`src/rtl/sfr_pkg.sv`:
```
package sfr_pkg;
  typedef enum logic [2:0] {
    ST_IDLE  = 3'd0,
    ST_HUNT  = 3'd1,
    ST_SKIP  = 3'd2,
    ST_FRAME = 3'd3,
    ST_HALT  = 3'd4
  } rx_state_e;

  localparam logic [31:0] CRC32_POLY = 32'h04C1_1DB7;
endpackage

```
`src/rtl/sfr_sync_det.sv`:
```
module sfr_sync_det #(
  parameter int W = 32
) (
  input  logic         clk,
  input  logic         rst_ni,
  input  logic         shift_en,
  input  logic         bit_in,
  input  logic [W-1:0] pattern,
  output logic         hit
);
  logic [W-1:0] win_q;
  logic [W-1:0] win_d;

  assign win_d = {win_q[W-2:0], bit_in};
  assign hit   = shift_en && (win_d == pattern);

  always_ff @(posedge clk or negedge rst_ni) begin
    if (!rst_ni)       win_q <= '0;
    else if (shift_en) win_q <= win_d;
  end
endmodule

```
`src/rtl/sfr_crc_serial.sv`:
```
module sfr_crc_serial #(
  parameter int          W    = 32,
  parameter logic [W-1:0] POLY = sfr_pkg::CRC32_POLY
) (
  input  logic         clk,
  input  logic         rst_ni,
  input  logic         init,
  input  logic         shift,
  input  logic         bit_in,
  output logic [W-1:0] crc_step
);
  logic [W-1:0] crc_q;
  logic [W-1:0] crc_d;
  logic         fb;

  assign fb       = crc_q[W-1] ^ bit_in;
  assign crc_step = {crc_q[W-2:0], 1'b0} ^ (fb ? POLY : '0);

  always_comb begin
    crc_d = crc_q;
    if (init)       crc_d = '1;
    else if (shift) crc_d = crc_step;
  end

  always_ff @(posedge clk or negedge rst_ni) begin
    if (!rst_ni) crc_q <= '1;
    else         crc_q <= crc_d;
  end
endmodule

```
`src/rtl/sfr_byte_pack.sv`:
```
module sfr_byte_pack (
  input  logic       clk,
  input  logic       rst_ni,
  input  logic       shift_en,
  input  logic       bit_in,
  input  logic       byte_last,
  input  logic       mark_sof,
  input  logic       mark_eof,
  input  logic       out_ready,
  output logic       out_valid,
  output logic [7:0] out_data,
  output logic       out_sof,
  output logic       out_eof,
  output logic       overrun
);
  logic [6:0] acc_q, acc_d;
  logic       vld_d;
  logic [7:0] dat_d;
  logic       sof_d, eof_d;
  logic       byte_done;

  assign byte_done = shift_en && byte_last;
  assign overrun   = byte_done && out_valid && !out_ready;

  always_comb begin
    acc_d = acc_q;
    vld_d = out_valid;
    dat_d = out_data;
    sof_d = out_sof;
    eof_d = out_eof;
    if (shift_en) acc_d = {acc_q[5:0], bit_in};
    if (byte_done) begin
      vld_d = 1'b1;
      dat_d = {acc_q, bit_in};
      sof_d = mark_sof;
      eof_d = mark_eof;
    end else if (out_valid && out_ready) begin
      vld_d = 1'b0;
    end
  end

  always_ff @(posedge clk or negedge rst_ni) begin
    if (!rst_ni) begin
      acc_q     <= '0;
      out_valid <= 1'b0;
      out_data  <= '0;
      out_sof   <= 1'b0;
      out_eof   <= 1'b0;
    end else begin
      acc_q     <= acc_d;
      out_valid <= vld_d;
      out_data  <= dat_d;
      out_sof   <= sof_d;
      out_eof   <= eof_d;
    end
  end


  ovr_keeps_byte_chk: assert property (@(posedge clk) disable iff (!rst_ni)
    overrun |=> out_valid);


  held_byte_stays_chk: assert property (@(posedge clk) disable iff (!rst_ni)
    (out_valid && !out_ready && !byte_done) |=> (out_valid && $stable(out_data)));
endmodule

```
`src/rtl/sync_frame_rx.sv`:
```
module sync_frame_rx #(
  parameter int SYNC_W     = 32,
  parameter int CRC_W      = 32,
  parameter int FRAME_BITS = 640,
  parameter int SYNC_END   = 56,
  parameter int CNT_W      = 16
) (
  input  logic              clk,
  input  logic              rst_n,
  input  logic              enable,
  input  logic              hunt_cmd,
  input  logic              buf_avail,
  input  logic              bit_in,
  input  logic              bit_valid,
  input  logic [SYNC_W-1:0] sync_word,
  input  logic [CRC_W-1:0]  crc_residue,
  input  logic              out_ready,
  output logic              out_valid,
  output logic [7:0]        out_data,
  output logic              out_sof,
  output logic              out_eof,
  output logic              frame_done,
  output logic              fd_crc_err,
  output logic              fd_overrun,
  output logic              busy_evt,
  output logic [CNT_W-1:0]  crc_err_count
);
  import sfr_pkg::*;

  localparam int SKIP_BITS   = FRAME_BITS - SYNC_END;
  localparam int FRAME_BYTES = FRAME_BITS / 8;
  localparam int BIT_CW      = $clog2(FRAME_BITS);
  localparam int BYTE_CW     = BIT_CW - 3;
  localparam logic [BIT_CW-1:0]  SKIP_LAST  = BIT_CW'(SKIP_BITS - 1);
  localparam logic [BIT_CW-1:0]  FRAME_LAST = BIT_CW'(FRAME_BITS - 1);
  localparam logic [BYTE_CW-1:0] BYTE_LAST  = BYTE_CW'(FRAME_BYTES - 1);
  localparam logic [BIT_CW-1:0]  BIT_ONE    = {{(BIT_CW-1){1'b0}}, 1'b1};
  localparam logic [CNT_W-1:0]   CNT_ONE    = {{(CNT_W-1){1'b0}}, 1'b1};

  // reset: asserted asynchronously, released on a clock edge
  logic rst_meta, rst_ni;
  always_ff @(posedge clk or negedge rst_n) begin
    if (!rst_n) begin
      rst_meta <= 1'b0;
      rst_ni   <= 1'b0;
    end else begin
      rst_meta <= 1'b1;
      rst_ni   <= rst_meta;
    end
  end

  rx_state_e         state_q, state_d;
  logic [BIT_CW-1:0] bit_cnt_q, bit_cnt_d;
  logic              crc_init, frame_shift;
  logic              done_d, cerr_d, ovr_d, busy_d, cnt_inc;
  logic              sync_hit, pk_overrun;
  logic [CRC_W-1:0]  crc_step;
  logic              crc_fail, last_bit;

  assign frame_shift = (state_q == ST_FRAME) && bit_valid && enable && !hunt_cmd;
  assign last_bit    = (bit_cnt_q == FRAME_LAST);
  assign crc_fail    = (crc_step != crc_residue);

  sfr_sync_det #(.W(SYNC_W)) u_sync (
    .clk      (clk),
    .rst_ni   (rst_ni),
    .shift_en (bit_valid),
    .bit_in   (bit_in),
    .pattern  (sync_word),
    .hit      (sync_hit)
  );

  sfr_crc_serial #(.W(CRC_W), .POLY(CRC_W'(CRC32_POLY))) u_crc (
    .clk      (clk),
    .rst_ni   (rst_ni),
    .init     (crc_init),
    .shift    (frame_shift),
    .bit_in   (bit_in),
    .crc_step (crc_step)
  );

  sfr_byte_pack u_pack (
    .clk       (clk),
    .rst_ni    (rst_ni),
    .shift_en  (frame_shift),
    .bit_in    (bit_in),
    .byte_last (bit_cnt_q[2:0] == 3'd7),
    .mark_sof  (bit_cnt_q[BIT_CW-1:3] == '0),
    .mark_eof  (bit_cnt_q[BIT_CW-1:3] == BYTE_LAST),
    .out_ready (out_ready),
    .out_valid (out_valid),
    .out_data  (out_data),
    .out_sof   (out_sof),
    .out_eof   (out_eof),
    .overrun   (pk_overrun)
  );

  always_comb begin
    state_d   = state_q;
    bit_cnt_d = bit_cnt_q;
    crc_init  = 1'b0;
    done_d    = 1'b0;
    cerr_d    = 1'b0;
    ovr_d     = 1'b0;
    busy_d    = 1'b0;
    cnt_inc   = 1'b0;
    if (!enable) begin
      state_d   = ST_IDLE;
      bit_cnt_d = '0;
    end else if (hunt_cmd) begin
      state_d   = ST_HUNT;
      bit_cnt_d = '0;
      crc_init  = 1'b1;
      done_d    = (state_q == ST_FRAME);
    end else begin
      unique case (state_q)
        ST_IDLE: state_d = ST_HUNT;
        ST_HUNT: begin
          if (sync_hit) begin
            state_d   = ST_SKIP;
            bit_cnt_d = '0;
          end
        end
        ST_SKIP: begin
          if (bit_valid) begin
            if (bit_cnt_q == SKIP_LAST) begin
              bit_cnt_d = '0;
              if (buf_avail) begin
                state_d  = ST_FRAME;
                crc_init = 1'b1;
              end else begin
                state_d = ST_HALT;
                busy_d  = 1'b1;
              end
            end else begin
              bit_cnt_d = bit_cnt_q + BIT_ONE;
            end
          end
        end
        ST_FRAME: begin
          if (pk_overrun) begin
            done_d    = 1'b1;
            ovr_d     = 1'b1;
            bit_cnt_d = '0;
            state_d   = buf_avail ? ST_HUNT : ST_HALT;
          end else if (bit_valid) begin
            if (last_bit) begin
              done_d    = 1'b1;
              cerr_d    = crc_fail;
              cnt_inc   = crc_fail;
              bit_cnt_d = '0;
              if (buf_avail) begin
                crc_init = 1'b1;
              end else begin
                state_d = ST_HALT;
                busy_d  = 1'b1;
              end
            end else begin
              bit_cnt_d = bit_cnt_q + BIT_ONE;
            end
          end
        end
        ST_HALT: state_d = ST_HALT;
        default: state_d = ST_IDLE;
      endcase
    end
  end

  always_ff @(posedge clk or negedge rst_ni) begin
    if (!rst_ni) begin
      state_q       <= ST_IDLE;
      bit_cnt_q     <= '0;
      frame_done    <= 1'b0;
      fd_crc_err    <= 1'b0;
      fd_overrun    <= 1'b0;
      busy_evt      <= 1'b0;
      crc_err_count <= '0;
    end else begin
      state_q    <= state_d;
      bit_cnt_q  <= bit_cnt_d;
      frame_done <= done_d;
      fd_crc_err <= cerr_d;
      fd_overrun <= ovr_d;
      busy_evt   <= busy_d;
      if (cnt_inc) crc_err_count <= crc_err_count + CNT_ONE;
    end
  end


  hunt_to_skip_chk: assert property (@(posedge clk) disable iff (!rst_ni)
    (state_q == ST_HUNT && sync_hit && enable && !hunt_cmd) |=> (state_q == ST_SKIP));


  frame_cnt_range_chk: assert property (@(posedge clk) disable iff (!rst_ni)
    (state_q == ST_FRAME) |-> (bit_cnt_q <= FRAME_LAST));


  flag_needs_done_chk: assert property (@(posedge clk) disable iff (!rst_ni)
    (fd_crc_err || fd_overrun) |-> frame_done);


  cnt_step_chk: assert property (@(posedge clk) disable iff (!rst_ni)
    (crc_err_count != $past(crc_err_count)) |-> (frame_done && fd_crc_err));


  busy_halts_chk: assert property (@(posedge clk) disable iff (!rst_ni)
    busy_evt |-> (state_q == ST_HALT));


  idle_quiet_chk: assert property (@(posedge clk) disable iff (!rst_ni)
    (state_q == ST_IDLE) |=> !frame_done && !busy_evt);
endmodule

```
`config.mk`:
```
export PLATFORM = sky130hd
export DESIGN_NAME = sync_frame_rx
export DESIGN_NICKNAME = d
export VERILOG_FILES = /design/src/rtl/sfr_pkg.sv /design/src/rtl/sfr_sync_det.sv /design/src/rtl/sfr_crc_serial.sv /design/src/rtl/sfr_byte_pack.sv /design/src/rtl/sync_frame_rx.sv
export SDC_FILE = /design/constraint.sdc
export NUM_CORES = 1
export LEC_CHECK = 0
export ABC_AREA = 1
export BUFFER_PORTS_ARGS = -buffer_cell sky130_fd_sc_hd__buf_2
export CAP_MARGIN = 0
export CORE_ASPECT_RATIO = 0.8
export CORE_MARGIN = 2
export CORE_UTILIZATION = 60
export DETAILED_ROUTE_END_ITERATION = 7
export PLACE_DENSITY = 0.95
export SLEW_MARGIN = 15
export SYNTH_ARGS = -nofsm -noshare
export SYNTH_HDL_FRONTEND = slang
export SYNTH_SLANG_ARGS = --single-unit
```
`constraint.sdc`:
```
create_clock -name clk -period 8.52 [get_ports clk]
set_input_delay 0.852 -clock clk [delete_from_list [all_inputs] [get_ports clk]]
set_output_delay 0.852 -clock clk [all_outputs]
set_load 0.005 [all_outputs]
```
# [Yosys cells after proc, flatten, opt, wreduce, memory -nomap -nowiden]
# Index checks and enable logic that the tools add are counted.
[totals] elab_cells=113 regBits=116 input_bits=72
[classes] n_eq_ne=17 reduce_logical=16 mux=60 n_addsub=2 bitwise_logic=2
[ops] cell="two-way mux 10 bit" n=8
[ops] cell="two-way mux 32 bit" n=2
[ops] cell="two-way mux 1 bit" n=34
[ops] cell="two-way mux 3 bit" n=11
[ops] cell="equality test 32 bit" n=1
[ops] cell="!= test 32 bit" n=1
[ops] cell="XOR 32 bit" n=1
[ops] cell="case mux 10 bit (3 select lines)" n=1
[ops] cell="two-way mux 27 bit" n=1
[ops] cell="equality test 10 bit, second input constant" n=2
[ops] cell="adder 16 x 1 -> 16 bit, second input constant" n=1
[ops] cell="!= test 5 bit, second input constant" n=3
[ops] cell="case mux 3 bit (5 select lines)" n=1
[ops] cell="!= test 4 bit, second input constant" n=3
[ops] cell="adder 10 x 1 -> 10 bit, second input constant" n=1
[ops] cell="logical AND 1 bit" n=8
[ops] cell="equality test 7 bit, second input constant" n=1
[ops] cell="zero test 7 bit" n=1
[ops] cell="equality test 3 x 2 -> 1 bit, second input constant" n=2
[ops] cell="equality test 3 bit, second input constant" n=2
[ops] cell="AND reduction 6 bit" n=1
[ops] cell="!= test 5 x 1 -> 1 bit, second input constant" n=1
[ops] cell="case mux 1 bit (2 select lines)" n=2
[ops] cell="AND reduction 4 bit" n=1
[ops] cell="5 further kinds" n=7

# [Longest topological paths before layout]
[depth] word_depth=12 ltp_mapped=17 depth_no_buf=15

# [By module]
# A second synthesis with hierarchy kept.
[hier_totals] cells_unflattened=874 area_unflattened_um2=6653.9
[by_module_without_submodules] module="sync_frame_rx" cells_each=356 area_each_um2=2527.4 n_inst=1
[by_module_without_submodules] module="sfr_crc_serial" cells_each=195 area_each_um2=1726.7 n_inst=1
[by_module_without_submodules] module="sfr_sync_det" cells_each=245 area_each_um2=1684.1 n_inst=1
[by_module_without_submodules] module="sfr_byte_pack" cells_each=78 area_each_um2=715.7 n_inst=1

# [Worst setup path before layout]
# Ideal clock, no wire load.
[synth_path] path_kind="input -> register" startpoint="in bit_in" endpoint="reg crc_err_count[9]" arrival_ns=2.126 setup_slack_ns=6.269 required_time_ns=8.395 path_stages=15 setup_time_ns=0.125 path_cell_list="inv_2 nand2_4 nand2_2 buf_6 nand2_2 nand3b_1 nand2_1 nor2_1 nand2_1 nor2_1 nand2_2 nand2_4 buf_12 nor2_2 xor2_1"
[synth_between] elab_chain_cells=10
[synth_rtl] item="start, declared" line="sync_frame_rx.sv:13" source="input logic bit_in,"
[synth_rtl] item="XOR 1 bit" line="sfr_crc_serial.sv:16" source="assign fb = crc_q[W-1] ^ bit_in;"
[synth_rtl] item="two-way mux 27 bit" line="sfr_crc_serial.sv:17" source="assign crc_step = {crc_q[W-2:0], 1'b0} ^ (fb ? POLY : '0);"
[synth_rtl] item="XOR 32 bit" line="sfr_crc_serial.sv:17"
[synth_rtl] item="!= test 32 bit" line="sync_frame_rx.sv:62" source="assign crc_fail = (crc_step != crc_residue);"
[synth_rtl] item="two-way mux 1 bit" line="sync_frame_rx.sv:147" source="if (last_bit) begin"
[synth_rtl] item="two-way mux 1 bit" line="sync_frame_rx.sv:146" source="end else if (bit_valid) begin"
[synth_rtl] item="two-way mux 1 bit" line="sync_frame_rx.sv:141" source="if (pk_overrun) begin"
[synth_rtl] item="two-way mux 1 bit" line="sync_frame_rx.sv:116" source="unique case (state_q)"
[synth_rtl] item="two-way mux 1 bit" line="sync_frame_rx.sv:110" source="end else if (hunt_cmd) begin"
[synth_rtl] item="two-way mux 1 bit" line="sync_frame_rx.sv:107" source="if (!enable) begin"
[synth_rtl] item="end signal, assigned" line="sync_frame_rx.sv:185" source="if (cnt_inc) crc_err_count <= crc_err_count + CNT_ONE;"
[synth_rtl] item="end, declared" line="sync_frame_rx.sv:26" source="output logic [CNT_W-1:0] crc_err_count"
# Every way passes these cells.
# A chain may end at the register's enable or synchronous reset.

# [Final worst setup path]
[layout_path] startpoint="in enable" endpoint="reg u_crc.crc_q[17]"
[layout_between] elab_chain_cells=10 word_cells_on_any_way=11 cone_classes="mux (5); reduce/logical (6)"
[layout_rtl] item="start, declared" line="sync_frame_rx.sv:10" source="input logic enable,"
[layout_rtl] item="logical AND 1 bit (2 in a row)" line="sync_frame_rx.sv:60" source="assign frame_shift = (state_q == ST_FRAME) && bit_valid && enable && !hunt_cmd;"
[layout_rtl] item="logical AND 1 bit" line="sfr_byte_pack.sv:22" source="assign byte_done = shift_en && byte_last;"
[layout_rtl] item="logical AND 1 bit (2 in a row)" line="sfr_byte_pack.sv:23" source="assign overrun = byte_done && out_valid && !out_ready;"
[layout_rtl] item="two-way mux 1 bit" line="sync_frame_rx.sv:141"
[layout_rtl] item="case mux 1 bit (2 select lines)" line="sync_frame_rx.sv:116"
[layout_rtl] item="two-way mux 1 bit" line="sync_frame_rx.sv:110"
[layout_rtl] item="two-way mux 1 bit" line="sync_frame_rx.sv:107"
[layout_rtl] item="two-way mux 32 bit / nonzero test 2 bit (equally long branches)"
[layout_rtl] item="end signal, assigned" line="sfr_crc_serial.sv:27" source="else crc_q <= crc_d;"
[layout_rtl] item="end, declared" line="sfr_crc_serial.sv:12" source="logic [W-1:0] crc_q;"
# Several ways; a longest one is shown, not always the timed one.

==> metrics.csv <==
stage;metric;value;unit
run_status;status;completed;
drt;route.vias.total;5953;
synth;syn_inst;834;
clock_tree;buffer_depth_of_the_longest_clock_path;2;
drt;route.met2.wl;7299;um
sta;rsz0062_at_grt;no;
power;pwr-share-clk;0.481;
cells_and_area;num-fill-cells;732;
critical_path;worst-endpoint-arrival;3.45;ns
critical_path;crit_path_top_delay_cell;sky130_fd_sc_hd__nand2_2;
global_routing;antenna_found_initial;1;
sta;final-setup-viol-count;0;
power;power_switching;407.5;uW
flow_run;maxCapViolations;0;
sta;post_route_clock_skew;0.01442;ns
drt;total_routed_length;15840;um
synth;netlist_area_pre_place;6374;um2
die;dieHeight;96.19;um
place;place_congestion;0.9449;
power;p_leak;0.003921;uW
die;floorplan.rows;33;
drt;highest-signal-layer;met5;
clock_tree;cts_sinks;116;
clock_tree;hold_buffers;0;
sta;max_freq;317.4;MHz
critical_path;most_frequent_cp_cell;sky130_fd_sc_hd__nand3_2;
die;die_area;11470;um2
place;placement.io_buffers;102;
power;irDropWorstVdd;112.6;uV
power;power.share.combinational;0.101;
cells_and_area;post_route_cells_drive_above_1_share;0.2206;
synth;netlist.top_cell.by_area;sky130_fd_sc_hd__dfrtp_1;
power;switching_share;0.2789;
sta;fin_crit_sh;0.3698;
critical_path;setup.worst_path.end_class;flip-flop;
place;detailedPlacementHpwl;10380;um
drt;drc;0;
drt;drt_iter0_drc;546;
die;start_util;0.6199;
drt;met1Wirelength;6973;um
sta;fin_setup_tns;0;ns
drt;avgRoutedWirePerCell;14.63;um
global_routing;grt_max_degree;67;
power;power.internal;1054;uW
synth;netlist.area_leader.share;0.3298;
drt;drtPass1Iterations;6;
synth;ranking_of_synthesized_cells_by_area;sky130_fd_sc_hd__dfrtp_1 (33%), sky130_fd_sc_hd__nand2_1 (15%), sky130_fd_sc_hd__dfstp_2 (13%);
power;pwr-share-seq;0.417;
global_routing;grt-ovfl-total;0;
drt;met3_length;1291;um
critical_path;max_incr_delay_on_cp;0.45;ns
place;placed_cells_incl_taps;1051;
clock_tree;cts.clk_slew.worst_paths;0.06;ns
die;boundaryPins;103;
sta;final_hold_viol_count;0;
sta;fin_crit;3.150;ns
place;place_ws;5.078;ns
clock_tree;clkLatencyLatePin;0.42;ns
clock_tree;htree_num_levels;4;
drt;ant_nets;0;
cells_and_area;layout-area-overhead-vs-synth;17.92;%
synth;synth_cell_type_count;39;
synth;avgSynthCellArea;7.642;um2
sta;worst_hold_slack;0.2065;ns
die;die_x;119.2;um
clock_tree;cts-buffers-inserted;17;
die;placeableCoreArea;10280;um2
critical_path;worst-path-max-fanout;32;
critical_path;cp_data_required_time;8.82;ns
drt;routed_via_density;5.497;
critical_path;worst_path_cell_chain;buf_2 > inv_2 > nor2_4 > nand2_2 > nor2_4 > nand3_2 > inv_2 > nand3_2 > nand3_2 > o31ai_1 > nand3_1 > nand2_1 > nand2_2 > o21ai_1;
power;cellPowerDensity;194.4;nW/um2
synth;mappedNetlistNets;909;
global_routing;grt_use_total;0.2857;
clock_tree;cts-resized-gates;0;
cells_and_area;diodes;0;
cells_and_area;nets;1005;
sta;finalMaxSlewViolations;0;
hold_path;timing.hold.worst.class;primary input to asynchronous set/reset pin;
synth;yosysWarningCount;0;
clock_tree;cts_root_buffer;sky130_fd_sc_hd__clkbuf_16;
sta;worst_slew_pin_slew;1.062;ns
sta;timing.slew.headroom;0.2898;
clock_tree;tritoncts_clock_tree;done;
critical_path;class_of_the_most_critical_setup_path;primary input to flip-flop;
synth;flops_latches_synth;116;
synth;yosysSeqAreaShare;0.4617;
sta;setup_ws;5.370;ns
global_routing;global_route_wire_length_before_repair;25650;um
global_routing;grt_pass1_vias;5462;
clock_tree;post_cts.repair.setup_buffers;0;
cells_and_area;fin_cells;1083;
critical_path;setup.worst_path.start_class;primary input;
-- worst paths after layout --
kind,from,end,slack [ns],cells after the start
min,rst_n,rst_meta$_DFF_PN0_,0.21,1
min reg2reg,rst_meta$_DFF_PN0_,rst_ni$_DFF_PN0_,0.36,0
max,enable,u_crc.crc_q[17]$_DFFE_PN1P_,5.37,14
max reg2reg,state_q[1]$_DFFE_PN0P_,u_crc.crc_q[17]$_DFFE_PN1P_,5.49,13
min in group clk,rst_meta$_DFF_PN0_,rst_ni$_DFF_PN0_,0.36,0
max in group asynchronous,rst_ni$_DFF_PN0_,u_pack.out_data[0]$_DFFE_PN0P_,6.98,1
-- power groups by stage --
stage | clock network [uW] | registers [uW] | logic, uW
4_1_cts | 703 | 610 | 147
3_5_place_dp | 0 | 617 | 142
5_1_grt | 735 | 614 | 166
3_3_place_gp | 0 | 616 | 137
2_1_floorplan | 0 | 613 | 97.1
6_report | 703 | 610 | 148
-- layout by cell type (no fill, tap or decap), types with 2 or more instances in the layout --
cell	Yosys	final
sky130_fd_sc_hd__nand3b_1	11	11
sky130_fd_sc_hd__o21ai_0	73	73
sky130_fd_sc_hd__nor2_4	3	3
sky130_fd_sc_hd__nor2_2	10	10
sky130_fd_sc_hd__nand3_2	3	3
sky130_fd_sc_hd__buf_4	3	2
sky130_fd_sc_hd__buf_2	2	102
sky130_fd_sc_hd__a22o_1	3	3
sky130_fd_sc_hd__a21oi_1	24	24
sky130_fd_sc_hd__nand4_1	18	18
sky130_fd_sc_hd__o221ai_1	3	3
sky130_fd_sc_hd__o21ai_1	5	5
sky130_fd_sc_hd__clkinv_4	0	4
sky130_fd_sc_hd__clkinvlp_4	0	3
sky130_fd_sc_hd__dfstp_2	32	32
sky130_fd_sc_hd__nor4_1	2	2
sky130_fd_sc_hd__nor2_1	65	65
sky130_fd_sc_hd__inv_1	100	100
sky130_fd_sc_hd__xor2_1	24	24
sky130_fd_sc_hd__xnor2_1	17	17
sky130_fd_sc_hd__o22ai_1	2	2
sky130_fd_sc_hd__dfrtp_1	84	83
sky130_fd_sc_hd__o211ai_1	2	2
sky130_fd_sc_hd__ha_1	3	3
sky130_fd_sc_hd__or2_2	2	2
sky130_fd_sc_hd__nand2_2	14	15
sky130_fd_sc_hd__inv_6	0	5
sky130_fd_sc_hd__clkbuf_16	0	17
sky130_fd_sc_hd__nor3_1	6	6
sky130_fd_sc_hd__inv_2	4	4
sky130_fd_sc_hd__nand2_1	249	248
sky130_fd_sc_hd__nand2_4	2	2
sky130_fd_sc_hd__or2_0	2	2
sky130_fd_sc_hd__nand3_1	39	39
-- sequential cells by signal, indices dropped and copies added, names as in the netlist --
register          flops
u_pack.out_sof        1
u_sync.win_q         31
u_pack.acc_q          7
bit_cnt_q            10
busy_evt              1
rst_ni                1
rst_meta              1
fd_crc_err            1
crc_err_count        16
fd_overrun            1
state_q               3
frame_done            1
u_pack.out_eof        1
u_pack.out_valid      1
u_crc.crc_q          32
u_pack.out_data       8
-- per-layer routing --
metal / vias to the layer above / global-route usage
li1: 2832 / -
met2: 288 / 0.4545
met5: - / 0
met3: 35 / 0.07464
met1: 2796 / 0.3838
met4: 2 / 0.1012
-- per-stage QoR --
stage	util	instance area (um2)	power (uW)
final	0.7310	7516	1461
after global routing	0.7310	7516	1515
after CTS	0.7310	7516	1460
after detailed placement	0.6745	6934	759.7
after global placement	0.6745	6934	752.7
after floorplan	-	6374	710.3
-- cell usage after synthesis --
cell,number
sky130_fd_sc_hd__nor3b_1,1
sky130_fd_sc_hd__xor2_1,24
sky130_fd_sc_hd__nor2_2,10
sky130_fd_sc_hd__inv_1,100
sky130_fd_sc_hd__o31ai_1,1
sky130_fd_sc_hd__clkbuf_1,17
sky130_fd_sc_hd__o221ai_1,3
sky130_fd_sc_hd__nand2_1,249
sky130_fd_sc_hd__dfrtp_1,84
sky130_fd_sc_hd__buf_2,2
sky130_fd_sc_hd__nor4_1,2
sky130_fd_sc_hd__conb_1,1
sky130_fd_sc_hd__a32oi_1,1
sky130_fd_sc_hd__buf_12,1
sky130_fd_sc_hd__nand3_2,3
sky130_fd_sc_hd__o22ai_1,2
sky130_fd_sc_hd__or2_2,2
sky130_fd_sc_hd__o21ai_1,5
sky130_fd_sc_hd__buf_1,2
sky130_fd_sc_hd__buf_6,2
sky130_fd_sc_hd__nand3b_1,11
sky130_fd_sc_hd__nor3_1,6
sky130_fd_sc_hd__nor2_4,3
sky130_fd_sc_hd__o21ai_0,73
sky130_fd_sc_hd__nand2_2,14
sky130_fd_sc_hd__nand3_1,39
sky130_fd_sc_hd__dfstp_2,32
sky130_fd_sc_hd__or2_1,1
sky130_fd_sc_hd__inv_2,4
sky130_fd_sc_hd__ha_1,3
sky130_fd_sc_hd__a21oi_1,24
sky130_fd_sc_hd__nand2_4,2
sky130_fd_sc_hd__or2_0,2
sky130_fd_sc_hd__buf_4,3
sky130_fd_sc_hd__nand4_1,18
sky130_fd_sc_hd__xnor2_1,17
sky130_fd_sc_hd__nor2_1,65
sky130_fd_sc_hd__a22o_1,3
sky130_fd_sc_hd__o211ai_1,2
-- critical path, delay by kind of cell --
kind	cells	cell delay (ns)
simple gates	9	1.83
compound gates	2	0.30
buf+inv	3	0.46
-- logic make-up (layout without fill, tap and decap cells) --
group | Yosys count | after routing | synth area share
other cells | 1 | 1 | 0.0005884
flops | 116 | 116 | 0.4617
compound gates | 114 | 114 | 0.09521
buf+inv | 131 | 240 | 0.08422
simple gates | 428 | 428 | 0.2960
fa+ha+maj | 3 | 3 | 0.005890
xor+xnor | 41 | 41 | 0.05634
-- layout make-up --
type / count / area [um2] / area share
repair buffers: 104 / 525.5 / 0.06992
clock buffers: 18 / 439.2 / 0.05843
inverters: 104 / 390.4 / 0.05194
multi-input cells: 587 / 2897 / 0.3854
clock inverters: 14 / 142.6 / 0.01898
well taps: 140 / 175.2 / 0.02331
flip-flops and latches: 116 / 2947 / 0.3920
Note: power is estimated with default switching activity, not from simulation.
